File: config.mk
export PLATFORM = sky130hd
export DESIGN_NAME = pgchk_top
export DESIGN_NICKNAME = d
export VERILOG_FILES = /design/src/rtl/pgchk_pkg.sv /design/src/rtl/pgchk_slots.sv /design/src/rtl/pgchk_match.sv /design/src/rtl/pgchk_decide.sv /design/src/rtl/pgchk_top.sv
export SDC_FILE = /design/constraint.sdc
export NUM_CORES = 1
export LEC_CHECK = 0
export BUFFER_PORTS_ARGS = -buffer_cell sky130_fd_sc_hd__buf_2
export CORE_UTILIZATION = 54
export DETAILED_ROUTE_END_ITERATION = 8
export PLACE_DENSITY = 0.76
export SLEW_MARGIN = 5
export SYNTH_ARGS = -nofsm -noshare
export SYNTH_HDL_FRONTEND = slang
export SYNTH_SLANG_ARGS = --single-unit
File: constraint.sdc
create_clock -name clk -period 3.7 [get_ports clk]
set_clock_uncertainty 0.05 [all_clocks]
set_input_delay 0 -clock clk [delete_from_list [all_inputs] [get_ports clk]]
set_output_delay 0 -clock clk [all_outputs]
set_load 0.01 [all_outputs]
File: src/rtl/pgchk_pkg.sv
package pgchk_pkg;

    localparam int PL_W = 2;

    typedef struct packed {
        logic [PL_W-1:0] wr_lim;
        logic [PL_W-1:0] rd_lim;
        logic            x_ok;
        logic            w_ok;
        logic            r_ok;
    } rights_t;

    localparam int RIGHTS_W = $bits(rights_t);

    typedef enum logic [1:0] {
        KIND_READ  = 2'd0,
        KIND_WRITE = 2'd1,
        KIND_EXEC  = 2'd2,
        KIND_RSVD  = 2'd3
    } kind_t;

    typedef enum logic [1:0] {
        FLT_NONE     = 2'd0,
        FLT_NO_GROUP = 2'd1,
        FLT_RIGHTS   = 2'd2,
        FLT_WR_DIS   = 2'd3
    } fault_t;

    // Level 0 is the most privileged: a smaller number passes a larger limit.
    function automatic logic level_ok(input logic [PL_W-1:0] cur,
                                      input logic [PL_W-1:0] lim);
        return cur <= lim;
    endfunction

    function automatic logic rights_grant(input rights_t rt,
                                          input kind_t kd,
                                          input logic [PL_W-1:0] cur);
        logic ok;
        case (kd)
            KIND_READ:  ok = rt.r_ok && level_ok(cur, rt.rd_lim);
            KIND_WRITE: ok = rt.w_ok && level_ok(cur, rt.wr_lim);
            KIND_EXEC:  ok = rt.x_ok && level_ok(cur, rt.rd_lim);
            default:    ok = 1'b0;
        endcase
        return ok;
    endfunction

endpackage

File: src/rtl/pgchk_slots.sv
module pgchk_slots #(
    parameter int NUM_SLOTS = 4,
    parameter int GID_W     = 16,
    localparam int IDX_W    = (NUM_SLOTS > 1) ? $clog2(NUM_SLOTS) : 1
) (
    input  logic                             clk,
    input  logic                             rst,
    input  logic                             wr_en,
    input  logic [IDX_W-1:0]                 wr_idx,
    input  logic [GID_W-1:0]                 wr_gid,
    input  logic                             wr_wd,
    input  logic                             clr_en,
    input  logic [IDX_W-1:0]                 clr_idx,
    input  logic                             purge,
    output logic [NUM_SLOTS-1:0]             slot_vld,
    output logic [NUM_SLOTS-1:0]             slot_wd,
    output logic [NUM_SLOTS-1:0][GID_W-1:0]  slot_gid
);

    for (genvar i = 0; i < NUM_SLOTS; i++) begin : g_slot
        always_ff @(posedge clk) begin
            if (rst) begin
                slot_vld[i] <= 1'b0;
                slot_wd[i]  <= 1'b0;
                slot_gid[i] <= '0;
            end else if (purge) begin
                slot_vld[i] <= 1'b0;
            end else if (clr_en && (clr_idx == IDX_W'(i))) begin
                slot_vld[i] <= 1'b0;
            end else if (wr_en && (wr_idx == IDX_W'(i))) begin
                slot_vld[i] <= 1'b1;
                slot_wd[i]  <= wr_wd;
                slot_gid[i] <= wr_gid;
            end
        end
    end

    AST_PURGE_EMPTIES: assert property (@(posedge clk) disable iff (rst)
        purge |=> (slot_vld == '0));

    AST_LOAD_LANDS: assert property (@(posedge clk) disable iff (rst)
        (wr_en && !purge && !(clr_en && clr_idx == wr_idx))
        |=> (slot_vld[$past(wr_idx)] && slot_gid[$past(wr_idx)] == $past(wr_gid)
             && slot_wd[$past(wr_idx)] == $past(wr_wd)));

    AST_CLEAR_DROPS: assert property (@(posedge clk) disable iff (rst)
        (clr_en && !purge) |=> !slot_vld[$past(clr_idx)]);

endmodule

File: src/rtl/pgchk_match.sv
module pgchk_match #(
    parameter int NUM_SLOTS = 4,
    parameter int GID_W     = 16
) (
    input  logic [GID_W-1:0]                 acc_gid,
    input  logic [NUM_SLOTS-1:0]             slot_vld,
    input  logic [NUM_SLOTS-1:0]             slot_wd,
    input  logic [NUM_SLOTS-1:0][GID_W-1:0]  slot_gid,
    output logic                             gid_zero,
    output logic                             grp_hit,
    output logic                             wd_hit
);

    logic [NUM_SLOTS-1:0] hit;

    assign gid_zero = (acc_gid == '0);

    // The global group bypasses the slots, so no slot can hit on it.
    for (genvar i = 0; i < NUM_SLOTS; i++) begin : g_cmp
        assign hit[i] = slot_vld[i] && !gid_zero && (slot_gid[i] == acc_gid);
    end

    assign grp_hit = |hit;
    assign wd_hit  = |(hit & slot_wd);

endmodule

File: src/rtl/pgchk_decide.sv
module pgchk_decide
    import pgchk_pkg::*;
(
    input  logic              clk,
    input  logic              rst,
    input  logic              gid_zero,
    input  logic              grp_hit,
    input  logic              wd_hit,
    input  rights_t           rights,
    input  logic [PL_W-1:0]   pl,
    input  kind_t             kind,
    output logic              allow,
    output fault_t            fault
);

    logic reachable;
    logic granted;
    logic wr_blocked;

    assign reachable  = gid_zero || grp_hit;
    assign granted    = rights_grant(rights, kind, pl);
    assign wr_blocked = (kind == KIND_WRITE) && wd_hit;

    always_comb begin
        if (!reachable)      fault = FLT_NO_GROUP;
        else if (wr_blocked) fault = FLT_WR_DIS;
        else if (!granted)   fault = FLT_RIGHTS;
        else                 fault = FLT_NONE;
    end

    assign allow = reachable && granted && !wr_blocked;

    AST_ALLOW_MEANS_CLEAN: assert property (@(posedge clk) disable iff (rst)
        allow == (fault == FLT_NONE));

    AST_NO_GROUP_FIRST: assert property (@(posedge clk) disable iff (rst)
        (!gid_zero && !grp_hit) |-> (fault == FLT_NO_GROUP && !allow));

    AST_WD_STOPS_WRITE: assert property (@(posedge clk) disable iff (rst)
        (kind == KIND_WRITE && wd_hit) |-> !allow);

    AST_RSVD_REFUSED: assert property (@(posedge clk) disable iff (rst)
        (kind == KIND_RSVD) |-> !allow);

endmodule

File: src/rtl/pgchk_top.sv
module pgchk_top
    import pgchk_pkg::*;
#(
    parameter int NUM_SLOTS = 4,
    parameter int GID_W     = 16,
    localparam int IDX_W    = (NUM_SLOTS > 1) ? $clog2(NUM_SLOTS) : 1
) (
    input  logic                 clk,
    input  logic                 rst,
    input  logic [GID_W-1:0]     acc_gid,
    input  logic [6:0]           acc_rights,
    input  logic [1:0]           acc_pl,
    input  logic [1:0]           acc_kind,
    input  logic                 slot_wr_en,
    input  logic [IDX_W-1:0]     slot_wr_idx,
    input  logic [GID_W-1:0]     slot_wr_gid,
    input  logic                 slot_wr_wd,
    input  logic                 slot_clr_en,
    input  logic [IDX_W-1:0]     slot_clr_idx,
    input  logic                 slot_purge,
    output logic                 allow,
    output logic [1:0]           fault
);

    logic [NUM_SLOTS-1:0]            vld;
    logic [NUM_SLOTS-1:0]            wd;
    logic [NUM_SLOTS-1:0][GID_W-1:0] gid;
    logic                            gid_zero;
    logic                            grp_hit;
    logic                            wd_hit;
    fault_t                          fault_e;

    pgchk_slots #(.NUM_SLOTS(NUM_SLOTS), .GID_W(GID_W)) u_slots (
        .clk      (clk),
        .rst      (rst),
        .wr_en    (slot_wr_en),
        .wr_idx   (slot_wr_idx),
        .wr_gid   (slot_wr_gid),
        .wr_wd    (slot_wr_wd),
        .clr_en   (slot_clr_en),
        .clr_idx  (slot_clr_idx),
        .purge    (slot_purge),
        .slot_vld (vld),
        .slot_wd  (wd),
        .slot_gid (gid)
    );

    pgchk_match #(.NUM_SLOTS(NUM_SLOTS), .GID_W(GID_W)) u_match (
        .acc_gid  (acc_gid),
        .slot_vld (vld),
        .slot_wd  (wd),
        .slot_gid (gid),
        .gid_zero (gid_zero),
        .grp_hit  (grp_hit),
        .wd_hit   (wd_hit)
    );

    pgchk_decide u_decide (
        .clk      (clk),
        .rst      (rst),
        .gid_zero (gid_zero),
        .grp_hit  (grp_hit),
        .wd_hit   (wd_hit),
        .rights   (rights_t'(acc_rights)),
        .pl       (acc_pl),
        .kind     (kind_t'(acc_kind)),
        .allow    (allow),
        .fault    (fault_e)
    );

    assign fault = fault_e;

    AST_GLOBAL_REACHABLE: assert property (@(posedge clk) disable iff (rst)
        (acc_gid == '0) |-> (fault != FLT_NO_GROUP && fault != FLT_WR_DIS));

    AST_PURGE_THEN_MISS: assert property (@(posedge clk) disable iff (rst)
        $past(slot_purge) && !$past(rst) && (acc_gid != '0) && !$past(slot_wr_en)
        |-> (fault == FLT_NO_GROUP));

endmodule

==> results_tabular.tex, run 1 <==
\begin{tabular}{lr}
\hline
Metric & Value \\
\hline
\multicolumn{2}{l}{\textbf{Status}} \\
Outcome & complete, but fails checks \\
Failing checks & design-rule violations \\
\multicolumn{2}{l}{\textbf{Detailed routing}} \\
Via-to-Cell Ratio & $\sim$5.5 \\
Remaining antenna violation count after routing & 0 \\
Drc violations & 4 \\
Post-detailed-routing wire length & 8590 µm \\
DR iter-0 viols & around 210 \\
Mean routed wirelength per cell & roughly 16 µm \\
Total number of vias & just under 3,000 \\
DRT Pass-1 Iters & 6 \\
\multicolumn{2}{l}{\textbf{Die}} \\
Horiz. Die Dim & 84.9 µm \\
Initial cell density of the core & about 57\% \\
Placeable Area & 6490 µm² \\
Die Ht & 84.9 µm \\
Number of top-level pins & 56 \\
Die area & 7200 µm² \\
Row cnt & 29 \\
\multicolumn{2}{l}{\textbf{STA}} \\
Final critical path time including I/O delays and setup & 2.20 ns \\
Part of the cycle the worst path needs & 59.5\% \\
Max-slew violation count & 0 \\
Relative slew slack & between 20\% and 30\% \\
Slew at the pin closest to its max-slew limit & 1.10 ns \\
Fin Hold WS & 0.0182 ns \\
Unrepaired setup endpoints after global routing & false \\
FMAX & between 400 and 500 MHz \\
Sum of negative setup slack & 0 ns \\
Setup slack after layout & between 1 and 1.5 ns \\
Total count of hold-check failures in the final report & 0 \\
Number of setup violations in the final report & 0 \\
\multicolumn{2}{l}{\textbf{Layout}} \\
Final Instance Count excl. Fillers & between 500 and 600 \\
Final instance area & around 4300 µm² \\
Growth of design area from synthesis to finish & 15.8\% \\
Proportion of layout cells with a drive suffix above 1 & between 10\% and 20\% \\
Antenna fix cells & 0 \\
Number of nets in the final layout & 503 \\
Post-layout util & 66.1\% \\
\multicolumn{2}{l}{\textbf{Global route}} \\
Maximum number of pins on one net before global-route repair & 50 \\
Wire length of the first global-routing pass & 14,000 µm \\
Aggregate global routing overflow & 0 \\
Via count of the first global-routing pass & 2,860 \\
Total routing usage reported by global routing & 25.2\% \\
Antenna violations before repair & 0 \\
\multicolumn{2}{l}{\textbf{Run}} \\
Max-cap viol count & 0 \\
\multicolumn{2}{l}{\textbf{Synth}} \\
Proportion of synthesized chip area in sequential cells & 38.9\% \\
Top cell type's share of synthesized area & 38.9\% \\
Async S/R FF share, synth & 0\% \\
Summed instance area of the synthesized netlist & around 3700 µm² \\
Count of distinct cell types in the synthesized netlist & 37 \\
Flops \& latches, synth & 72 \\
Mean area per synthesized cell & 9.58 µm² \\
Post-Synthesis Cells & slightly below 400 \\
Dominant synthesized flop cell & dfxtp\_1 \\
Number of nets produced by synthesis & 444 \\
Largest area contributor in the netlist & dfxtp\_1 \\
Top post-synthesis cells by area & dfxtp\_1 (39\%), mux2i\_1 (19\%), xnor2\_1 (12\%) \\
Synth warnings & 0 \\
Number of enable flip-flop cells after synthesis & 0 \\
\multicolumn{2}{l}{\textbf{Place}} \\
Buffers on Ports & 55 \\
Placed standard-cell area & 3890 µm² \\
Inst Count DP & 490 \\
Last weighted congestion value of the routability-driven placer & just over 0.8 \\
Hpwl dp & $\sim$6000 µm \\
Post-Place Setup Slack & 1.92 ns \\
\multicolumn{2}{l}{\textbf{Power and ir drop}} \\
Switching Fraction & 24.7\% \\
Combinational share of power & about an eighth \\
Ratio of total power to cell area & 375 nW/µm² \\
P\_leak & roughly 2.0 nW \\
Net switching component of the power & 398 µW \\
Clock power frac & a little under two fifths \\
Sequential share of power & 49.8\% \\
Internal power & between 1 and 1.5 mW \\
Largest vdd supply drop & 0.000224 V \\
Pwr Total & 1.61 mW \\
\multicolumn{2}{l}{\textbf{Clock tree}} \\
Clock transition time at the flip-flop clock pins of the worst setup and hold paths & around 0.070 ns \\
Clock insertion delay at the later pin of the skew report & 0.34 ns \\
TritonCTS Sinks & 72 \\
Number of H-tree branching levels & 3 \\
CTS buffer count & 9 \\
Master cell of the clock root buffer & clkbuf\_8 \\
Largest buffer count on any clock path & 2 \\
TritonCTS clock tree & built \\
\multicolumn{2}{l}{\textbf{Setup path}} \\
Category of the worst setup path capture point & primary output \\
Critical Path Start Type & flip-flop \\
Start-to-end type of the worst setup path & reg2out \\
Required @ worst endpoint & 3.65 ns \\
Worst-path maximum fanout & 3 \\
Endpoint arrival time on the critical path & between 2 and 2.5 ns \\
\multicolumn{2}{l}{\textbf{Worst hold path}} \\
Class of the most critical hold timing path & in2reg \\
\hline
\end{tabular}
critical path: stages (launching register included):
cell and delay, ns:
dfxtp_1 0.32, xor2_1 0.16, nor4_1 0.44, and3_1 0.26, nand4_1 0.12, a41oi_2 0.25
o21ba_1 0.16, buf_2 0.12
layout by cell type (no fill, tap or decap), drive strengths merged, types with 2 or more instances in the layout:
| cell type | n |
|---|---|
| a21oi | 4 |
| a31oi | 2 |
| a41oi | 2 |
| and3 | 4 |
| buf | 58 |
| clkbuf | 11 |
| clkinv | 3 |
| dfxtp | 72 |
| dlygate4sd3 | 22 |
| ha | 4 |
| inv | 6 |
| mux2i | 69 |
| nand2 | 8 |
| nand3 | 3 |
| nand4 | 14 |
| nor2 | 73 |
| nor2b | 2 |
| nor3 | 6 |
| nor4 | 11 |
| xnor2 | 49 |
| xor2 | 15 |
cell type report:
class / instances / area [µm²]
clock inverter: 4 / 45.0
tap: 77 / 96.3
timing repair buffer: 80 / 518
fill: 544 / 2200
inverter: 6 / 22.5
sequential: 72 / 1440
multi-input combinational: 277 / 2030
clock buffer: 11 / 141
power by group through the flow:
stage | clock, mW | combinational (mW) | sequential [mW]
final | 0.599 | 0.208 | 0.801
after global routing | 0.638 | 0.227 | 0.802
after CTS | 0.609 | 0.206 | 0.801
after detailed placement | 0 | 0.187 | 0.819
after global placement | 0 | 0.185 | 0.818
after floorplan | 0 | 0.132 | 0.816
what timing repair did:
action,in CTS,in global routing
buffers inserted,0,0
hold endpoints to repair,72,0
resized for setup,0,0
hold buffers,22,0
flip-flops by register name (all words and copies together), names as in the netlist:
| register | flops |
|---|---|
| u_slots.slot_vld | 4 |
| u_slots.slot_wd | 4 |
| u_slots.slot_gid | 64 |
synthesized netlist by cell type (all sizes together) (2+ instances only):
master	count
mux2i	69
nand2	8
inv	6
clkbuf	8
xor2	15
a41oi	2
nor3	6
nand3	3
nor2	73
ha	4
and3	4
dfxtp	72
a31oi	2
nor2b	2
buf	24
xnor2	49
nor4	11
nand4	14
a21oi	4
metal layers:
layer / wire length (µm) / vias up / track usage, %
met3: 539 / 20 / 6.81
met2: 3850 / 99 / 39.4
met1: 3940 / 1357 / 32.9
met5: 0 / - / 0
li1: - / 1417 / -
met4: 263 / 0 / 10.9
path summary, 6_finish.rpt:
check | slack [ns] | start | endpoint | cells after the start
max reg2reg | 2.46 | u_slots.slot_vld[1] | u_slots.slot_vld[1] | 3
max | 1.50 | u_slots.slot_gid[22] | fault[1] | 7
min reg2reg | 0.45 | u_slots.slot_vld[2] | u_slots.slot_vld[2] | 2
min | 0.02 | slot_wr_en | u_slots.slot_vld[3] | 3
logic make-up after synthesis:
family,share of synthesized area [%]
compound gates,2.19
xor+xnor,15.1
mux,18.6
buf+inv,6.55
simple gates,17.3
flops,38.9
fa+ha+maj,1.35
Note: power is estimated with default switching activity, not from simulation.
==> run 2, diff against run 1 <==
==> constraint.sdc (replaced) <==
create_clock -name clk -period 2.1 [get_ports clk]
set_clock_uncertainty 0.05 [all_clocks]
set_input_delay 0 -clock clk [delete_from_list [all_inputs] [get_ports clk]]
set_output_delay 0 -clock clk [all_outputs]
set_load 0.01 [all_outputs]
==> results_tabular.tex, run 2 (synthesis gave the netlist of run 1 again) <==
\begin{tabular}{lr}
\hline
Metric & Value \\
\hline
\multicolumn{2}{l}{\textbf{Status}} \\
Outcome & complete, but fails checks \\
Failing checks & design-rule violations \\
\multicolumn{2}{l}{\textbf{Layout}} \\
Antenna fix cells & 0 \\
Growth of design area from synthesis to finish & 20.5\% \\
Commonest non-fill, non-tap cell in the layout & nor2\_1 \\
Final Instance Count excl. Fillers & between 500 and 600 \\
Register ranked first by flip-flop count & u\_slots.slot\_gid \\
Proportion of layout cells with a drive suffix above 1 & 19.7\% \\
Final instance area & 4470 µm² \\
Number of nets in the final layout & between 500 and 600 \\
Largest registers & u\_slots.slot\_gid: 64 flops, u\_slots.slot\_vld: 4 flops, u\_slots.slot\_wd: 4 flops \\
Largest register FFs & 64 \\
Commonest cells after routing, fill and taps aside & nor2\_1 (73), dfxtp\_1 (71), mux2i\_1 (69) \\
\multicolumn{2}{l}{\textbf{Global route}} \\
Total routing usage reported by global routing & 26.8\% \\
Via count of the first global-routing pass & 2,901 \\
Aggregate global routing overflow & 0 \\
Maximum number of pins on one net before global-route repair & 73 \\
Antenna violations before repair & 0 \\
Wire length of the first global-routing pass & approximately 15,000 µm \\
\multicolumn{2}{l}{\textbf{Setup path}} \\
FF-to-FF setup slack & 0.25 ns \\
Slowest stage cell on the critical path & dfxtp\_2 \\
Combined buffer and inverter count along the critical path & 1 \\
Endpoint arrival time on the critical path & a little over 2 ns \\
Worst-path maximum fanout & 3 \\
Critical Path Start Type & flip-flop \\
Start-to-end type of the worst setup path & reg2out \\
Dominant delay contributor by cell family on the critical path & simple AND/OR/NAND/NOR gates \\
List of cells traversed by the critical path & xor2\_1 -> nor4\_2 -> and3\_1 -> nand4\_1 -> a41oi\_2 -> o21ba\_1 -> buf\_2 \\
Crit path largest cell delay & 0.33 ns \\
Required @ worst endpoint & a little over 2 ns \\
Category of the worst setup path capture point & primary output \\
\multicolumn{2}{l}{\textbf{Worst hold path}} \\
Class of the most critical hold timing path & in2reg \\
\multicolumn{2}{l}{\textbf{Die}} \\
Die Ht & 84.9 µm \\
Row cnt & 29 \\
Placeable Area & between 6000 and 7000 µm² \\
Die area & 7200 µm² \\
Initial cell density of the core & about 57\% \\
Number of top-level pins & 56 \\
Horiz. Die Dim & 84.9 µm \\
\multicolumn{2}{l}{\textbf{STA}} \\
Sum of negative setup slack & 0 ns \\
Max-slew violation count & 0 \\
Total count of hold-check failures in the final report & 0 \\
FMAX & $\sim$480 MHz \\
Number of setup violations in the final report & 0 \\
Relative slew slack & 76.4\% \\
Final critical path time including I/O delays and setup & 2.09 ns \\
Part of the cycle the worst path needs & 99.5\% \\
Unrepaired setup endpoints after global routing & true \\
Slew at the pin closest to its max-slew limit & 0.352 ns \\
\multicolumn{2}{l}{\textbf{Clock tree}} \\
CTS buffer count & 9 \\
TritonCTS Sinks & 72 \\
TritonCTS clock tree & built \\
Number of post-CTS setup repair buffers & 0 \\
Clock transition time at the flip-flop clock pins of the worst setup and hold paths & roughly 0.08 ns \\
Master cell of the clock root buffer & clkbuf\_8 \\
Clock insertion delay at the later pin of the skew report & 0.35 ns \\
Largest buffer count on any clock path & 2 \\
Number of H-tree branching levels & 3 \\
\multicolumn{2}{l}{\textbf{Detailed routing}} \\
Total number of vias & 2,931 \\
Mean routed wirelength per cell & between 15 and 20 µm \\
Remaining antenna violation count after routing & 0 \\
DRT Pass-1 Iters & 7 \\
Via-to-Cell Ratio & roughly 5.5 \\
DR iter-0 viols & 196 \\
Drc violations & 4 \\
Post-detailed-routing wire length & 8950 µm \\
\multicolumn{2}{l}{\textbf{Power and ir drop}} \\
Combinational share of power & 12.0\% \\
Net switching component of the power & 742 µW \\
Sequential share of power & 44.6\% \\
P\_leak & 2.05 nW \\
Internal power & 2.42 mW \\
Largest vdd supply drop & 0.000487 V \\
Ratio of total power to cell area & roughly 710 nW/µm² \\
Switching Fraction & a little under a quarter \\
Clock power frac & a little over two fifths \\
Pwr Total & 3.16 mW \\
\multicolumn{2}{l}{\textbf{Place}} \\
Last weighted congestion value of the routability-driven placer & 0.857 \\
Placed standard-cell area & 3920 µm² \\
Inst Count DP & 492 \\
Buffers on Ports & 55 \\
Hpwl dp & approximately 6000 µm \\
\multicolumn{2}{l}{\textbf{Run}} \\
Max-cap viol count & 0 \\
\hline
\end{tabular}
==> run 2: power groups by stage <==
stage	Combinational [mW]	Clock [mW]	Sequential [mW]
floorplan	0.233	0	1.44
global placement	0.329	0	1.44
detailed placement	0.334	0	1.44
CTS	0.371	1.39	1.41
global route	0.412	1.45	1.41
finish	0.378	1.37	1.41
==> run 2: path summary, 6_finish.rpt <==
kind | to | cells after the start | from
hold / removal | u_slots.slot_vld[0] | 4 | slot_wr_idx[0]
hold reg to reg | u_slots.slot_wd[3] | 2 | u_slots.slot_wd[3]
setup reg to reg | u_slots.slot_vld[3] | 4 | u_slots.slot_vld[3]
setup / recovery | fault[1] | 7 | u_slots.slot_gid[27]
==> run 2: final cells by class <==
class,count,area [µm²]
clock buffer,11,151
clock inverter,5,103
fill,515,2030
inverter,6,22.5
multi-input combinational,277,2060
sequential,72,1440
tap,77,96.3
timing repair buffer,87,596
==> run 2: per-stage QoR <==
stage               hold WS, ns  worst slack, ns  utilization [%]
finish                   0.0484          0.00997             68.8
CTS                     0.00458          0.00710             68.4
detailed placement        0.228            0.372             60.3
floorplan                0.0285            0.584                -
global placement          0.227            0.398             60.3
global route             0.0707          -0.0860             68.8
==> run 2: worst min-delay path: cells and delay by family <==
kind,cells,cell delay [ns]
buffers and inverters,1,0.14
AOI/OAI and AO/OA,1,0.15
and+or+nand+nor,2,0.12
==> run 2: timing repair <==
item                                    4_1_cts  5_1_grt
endpoints found under the hold margin        72        0
endpoints found under the setup margin        2        4
hold buffers                                 27        0
gates resized for setup                       1        5
pin swaps                                     5        7
==> run 2: layer usage <==
layer	up-vias	track usage, %	routed length, µm	share of wire [%]
met5	-	0	0	0
met4	0	11.4	172	1.9
met3	16	4.47	415	4.6
met2	87	44.2	4330	48
met1	1395	34.8	4030	45
li1	1433	-	-	-
==> run 3, diff against run 2 <==
--- a/config.mk
+++ b/config.mk
@@ -8,6 +8,8 @@
 export BUFFER_PORTS_ARGS = -buffer_cell sky130_fd_sc_hd__buf_2
 export CORE_UTILIZATION = 54
 export DETAILED_ROUTE_END_ITERATION = 8
+export GPL_TIMING_DRIVEN = 0
+export HOLD_SLACK_MARGIN = 0.05
 export PLACE_DENSITY = 0.76
 export SLEW_MARGIN = 5
 export SYNTH_ARGS = -nofsm -noshare
==> results_tabular.tex, run 3 (synthesis gave the netlist of run 1 again) <==
\begin{tabular}{lr}
\hline
Metric & Value \\
\hline
\multicolumn{2}{l}{\textbf{Setup path}} \\
Worst-path maximum fanout & 3 \\
Category of the worst setup path capture point & primary output \\
Slowest stage cell on the critical path & nor4\_2 \\
Start-to-end type of the worst setup path & reg2out \\
Crit path largest cell delay & 0.34 ns \\
Endpoint arrival time on the critical path & between 2 and 2.5 ns \\
List of cells traversed by the critical path & xor2\_1 -> nor4\_2 -> and3\_1 -> nand4\_1 -> a41oi\_2 -> o21ba\_1 -> buf\_2 \\
Required @ worst endpoint & 2.05 ns \\
Critical Path Start Type & flip-flop \\
\multicolumn{2}{l}{\textbf{Place}} \\
Buffers on Ports & 38 \\
Hpwl dp & roughly 6800 µm \\
Last weighted congestion value of the routability-driven placer & slightly above 0.9 \\
Inst Count DP & 502 \\
\multicolumn{2}{l}{\textbf{STA}} \\
Number of setup violations in the final report & 1 \\
Part of the cycle the worst path needs & 101\% \\
Unrepaired setup endpoints after global routing & true \\
Relative slew slack & 55.5\% \\
Setup slack after layout & -0.0250 ns \\
Total count of hold-check failures in the final report & 0 \\
FMAX & approximately 470 MHz \\
Sum of negative setup slack & -0.0250 ns \\
Slew at the pin closest to its max-slew limit & 0.667 ns \\
Final critical path time including I/O delays and setup & about 2.1 ns \\
Max-slew violation count & 0 \\
\multicolumn{2}{l}{\textbf{Detailed routing}} \\
Length of routed wiring on met1 & between 4000 and 5000 µm \\
Via-to-Cell Ratio & between 5 and 6 \\
Total number of vias & slightly above 3,000 \\
Drc violations & 4 \\
Met3 wire length & 679 µm \\
Topmost layer with routed signal wires & met4 \\
DR iter-0 viols & 179 \\
Post-detailed-routing wire length & 9890 µm \\
Met2 routed WL & 4640 µm \\
DRT Pass-1 Iters & 7 \\
Mean routed wirelength per cell & 18.1 µm \\
Remaining antenna violation count after routing & 0 \\
\multicolumn{2}{l}{\textbf{Power and ir drop}} \\
Pwr Total & 2.78 mW \\
Largest vdd supply drop & 0.000375 V \\
P\_leak & 2.05 nW \\
Ratio of total power to cell area & 622 nW/µm² \\
\multicolumn{2}{l}{\textbf{Die}} \\
Die Ht & roughly 85 µm \\
Horiz. Die Dim & 84.9 µm \\
Initial cell density of the core & a little under three fifths \\
Number of top-level pins & 56 \\
Placeable Area & 6490 µm² \\
Row cnt & 29 \\
Die area & between 7000 and 8000 µm² \\
\multicolumn{2}{l}{\textbf{Layout}} \\
Commonest cells after routing, fill and taps aside & nor2\_1 (73), dfxtp\_1 (70), mux2i\_1 (69) \\
Growth of design area from synthesis to finish & 20.4\% \\
Antenna fix cells & 0 \\
Post-layout util & a little under 70\% \\
Number of nets in the final layout & 521 \\
Proportion of layout cells with a drive suffix above 1 & 19.2\% \\
Final Instance Count excl. Fillers & 546 \\
Largest registers & u\_slots.slot\_gid: 64 flops, u\_slots.slot\_vld: 4 flops, u\_slots.slot\_wd: 4 flops \\
Commonest non-fill, non-tap cell in the layout & nor2\_1 \\
Largest register FFs & 64 \\
Register ranked first by flip-flop count & u\_slots.slot\_gid \\
\multicolumn{2}{l}{\textbf{Clock tree}} \\
TritonCTS Sinks & roughly 70 \\
Master cell of the clock root buffer & clkbuf\_8 \\
TritonCTS clock tree & built \\
Clock transition time at the flip-flop clock pins of the worst setup and hold paths & 0.07 ns \\
Largest buffer count on any clock path & 2 \\
Number of H-tree branching levels & 3 \\
CTS buffer count & 9 \\
Clock insertion delay at the later pin of the skew report & 0.35 ns \\
\multicolumn{2}{l}{\textbf{Global route}} \\
Wire length of the first global-routing pass & between 15,000 and 20,000 µm \\
Antenna violations before repair & 0 \\
Aggregate global routing overflow & 0 \\
Maximum number of pins on one net before global-route repair & 13 \\
Via count of the first global-routing pass & 3,009 \\
Total routing usage reported by global routing & 28.7\% \\
\multicolumn{2}{l}{\textbf{Status}} \\
Outcome & complete, but fails checks \\
Failing checks & design-rule violations, negative setup slack \\
\multicolumn{2}{l}{\textbf{Worst hold path}} \\
Class of the most critical hold timing path & in2reg \\
\multicolumn{2}{l}{\textbf{Run}} \\
Max-cap viol count & 0 \\
\hline
\end{tabular}
## run 3: cell types whose count changed in the layout (fill, tap and decap cells not counted), moves of 2 or more
cell / delta
buf_2: -4
buf_6: +6
clkinv_2: +3
clkbuf_1: +9
bufinv_16: -3
nor4_1: +2
nor4_2: -2
clkbuf_8: -2
## run 3: layer usage
metal  global-route usage, %  vias up
li1                        -     1457
met1                    36.0     1459
met2                    46.7      125
met3                    7.30       26
met4                    12.8        0
met5                       0        -
## run 3: worst paths after layout
kind,from,to,slack [ns],depth (start not counted)
setup / recovery,u_slots.slot_gid[22],fault[1],-0.03,7
hold reg to reg,u_slots.slot_wd[3],u_slots.slot_wd[3],0.45,2
setup reg to reg,u_slots.slot_vld[0],u_slots.slot_vld[0],0.26,4
hold / removal,rst,u_slots.slot_vld[2],0.09,4
## run 3: final cells by class
cell class | count | area [µm²]
buffer | 32 | 220
clock inverter | 6 | 36.3
tap | 77 | 96.3
inverter | 6 | 22.5
fill | 536 | 2030
clock buffer | 10 | 128
sequential | 72 | 1440
multi-input combinational | 277 | 2040
timing repair buffer | 66 | 470
## run 3: where the power goes
| group | internal, mW | leakage [nW] | switching (mW) |
|---|---|---|---|
| Clock | 0.422 | 0.0858 | 0.540 |
| Combinational | 0.188 | 1.38 | 0.213 |
| Sequential | 1.39 | 0.583 | 0.0189 |
| Total | 2.00 | 2.05 | 0.772 |
## run 3: worst max-delay path: cells and delay by family, from the launching register on
kind	cells	cell delay (ns)
buf+inv	1	0.12
compound gates	2	0.41
xor+xnor	1	0.16
flops	1	0.33
simple gates	3	0.70
## run 3: per-stage QoR
step / cell area [µm²] / setup WS, ns / hold WS, ns
floorplan: 3710 / 0.584 / 0.0285
global placement: 3990 / 0.241 / 0.216
detailed placement: 3990 / 0.289 / 0.220
CTS: 4450 / 0.000902 / 0.0734
global route: 4460 / -0.0917 / 0.120
finish: 4460 / -0.0250 / 0.0924
## run 3: timing repair
action / 4_1_cts / 5_1_grt
hold buffers: 28 / 0
hold endpoints to repair: 72 / 0
pin swaps: 3 / 9
gates resized for setup: 2 / 4
endpoints found under the setup margin: 3 / 3
buffers inserted: 0 / 0
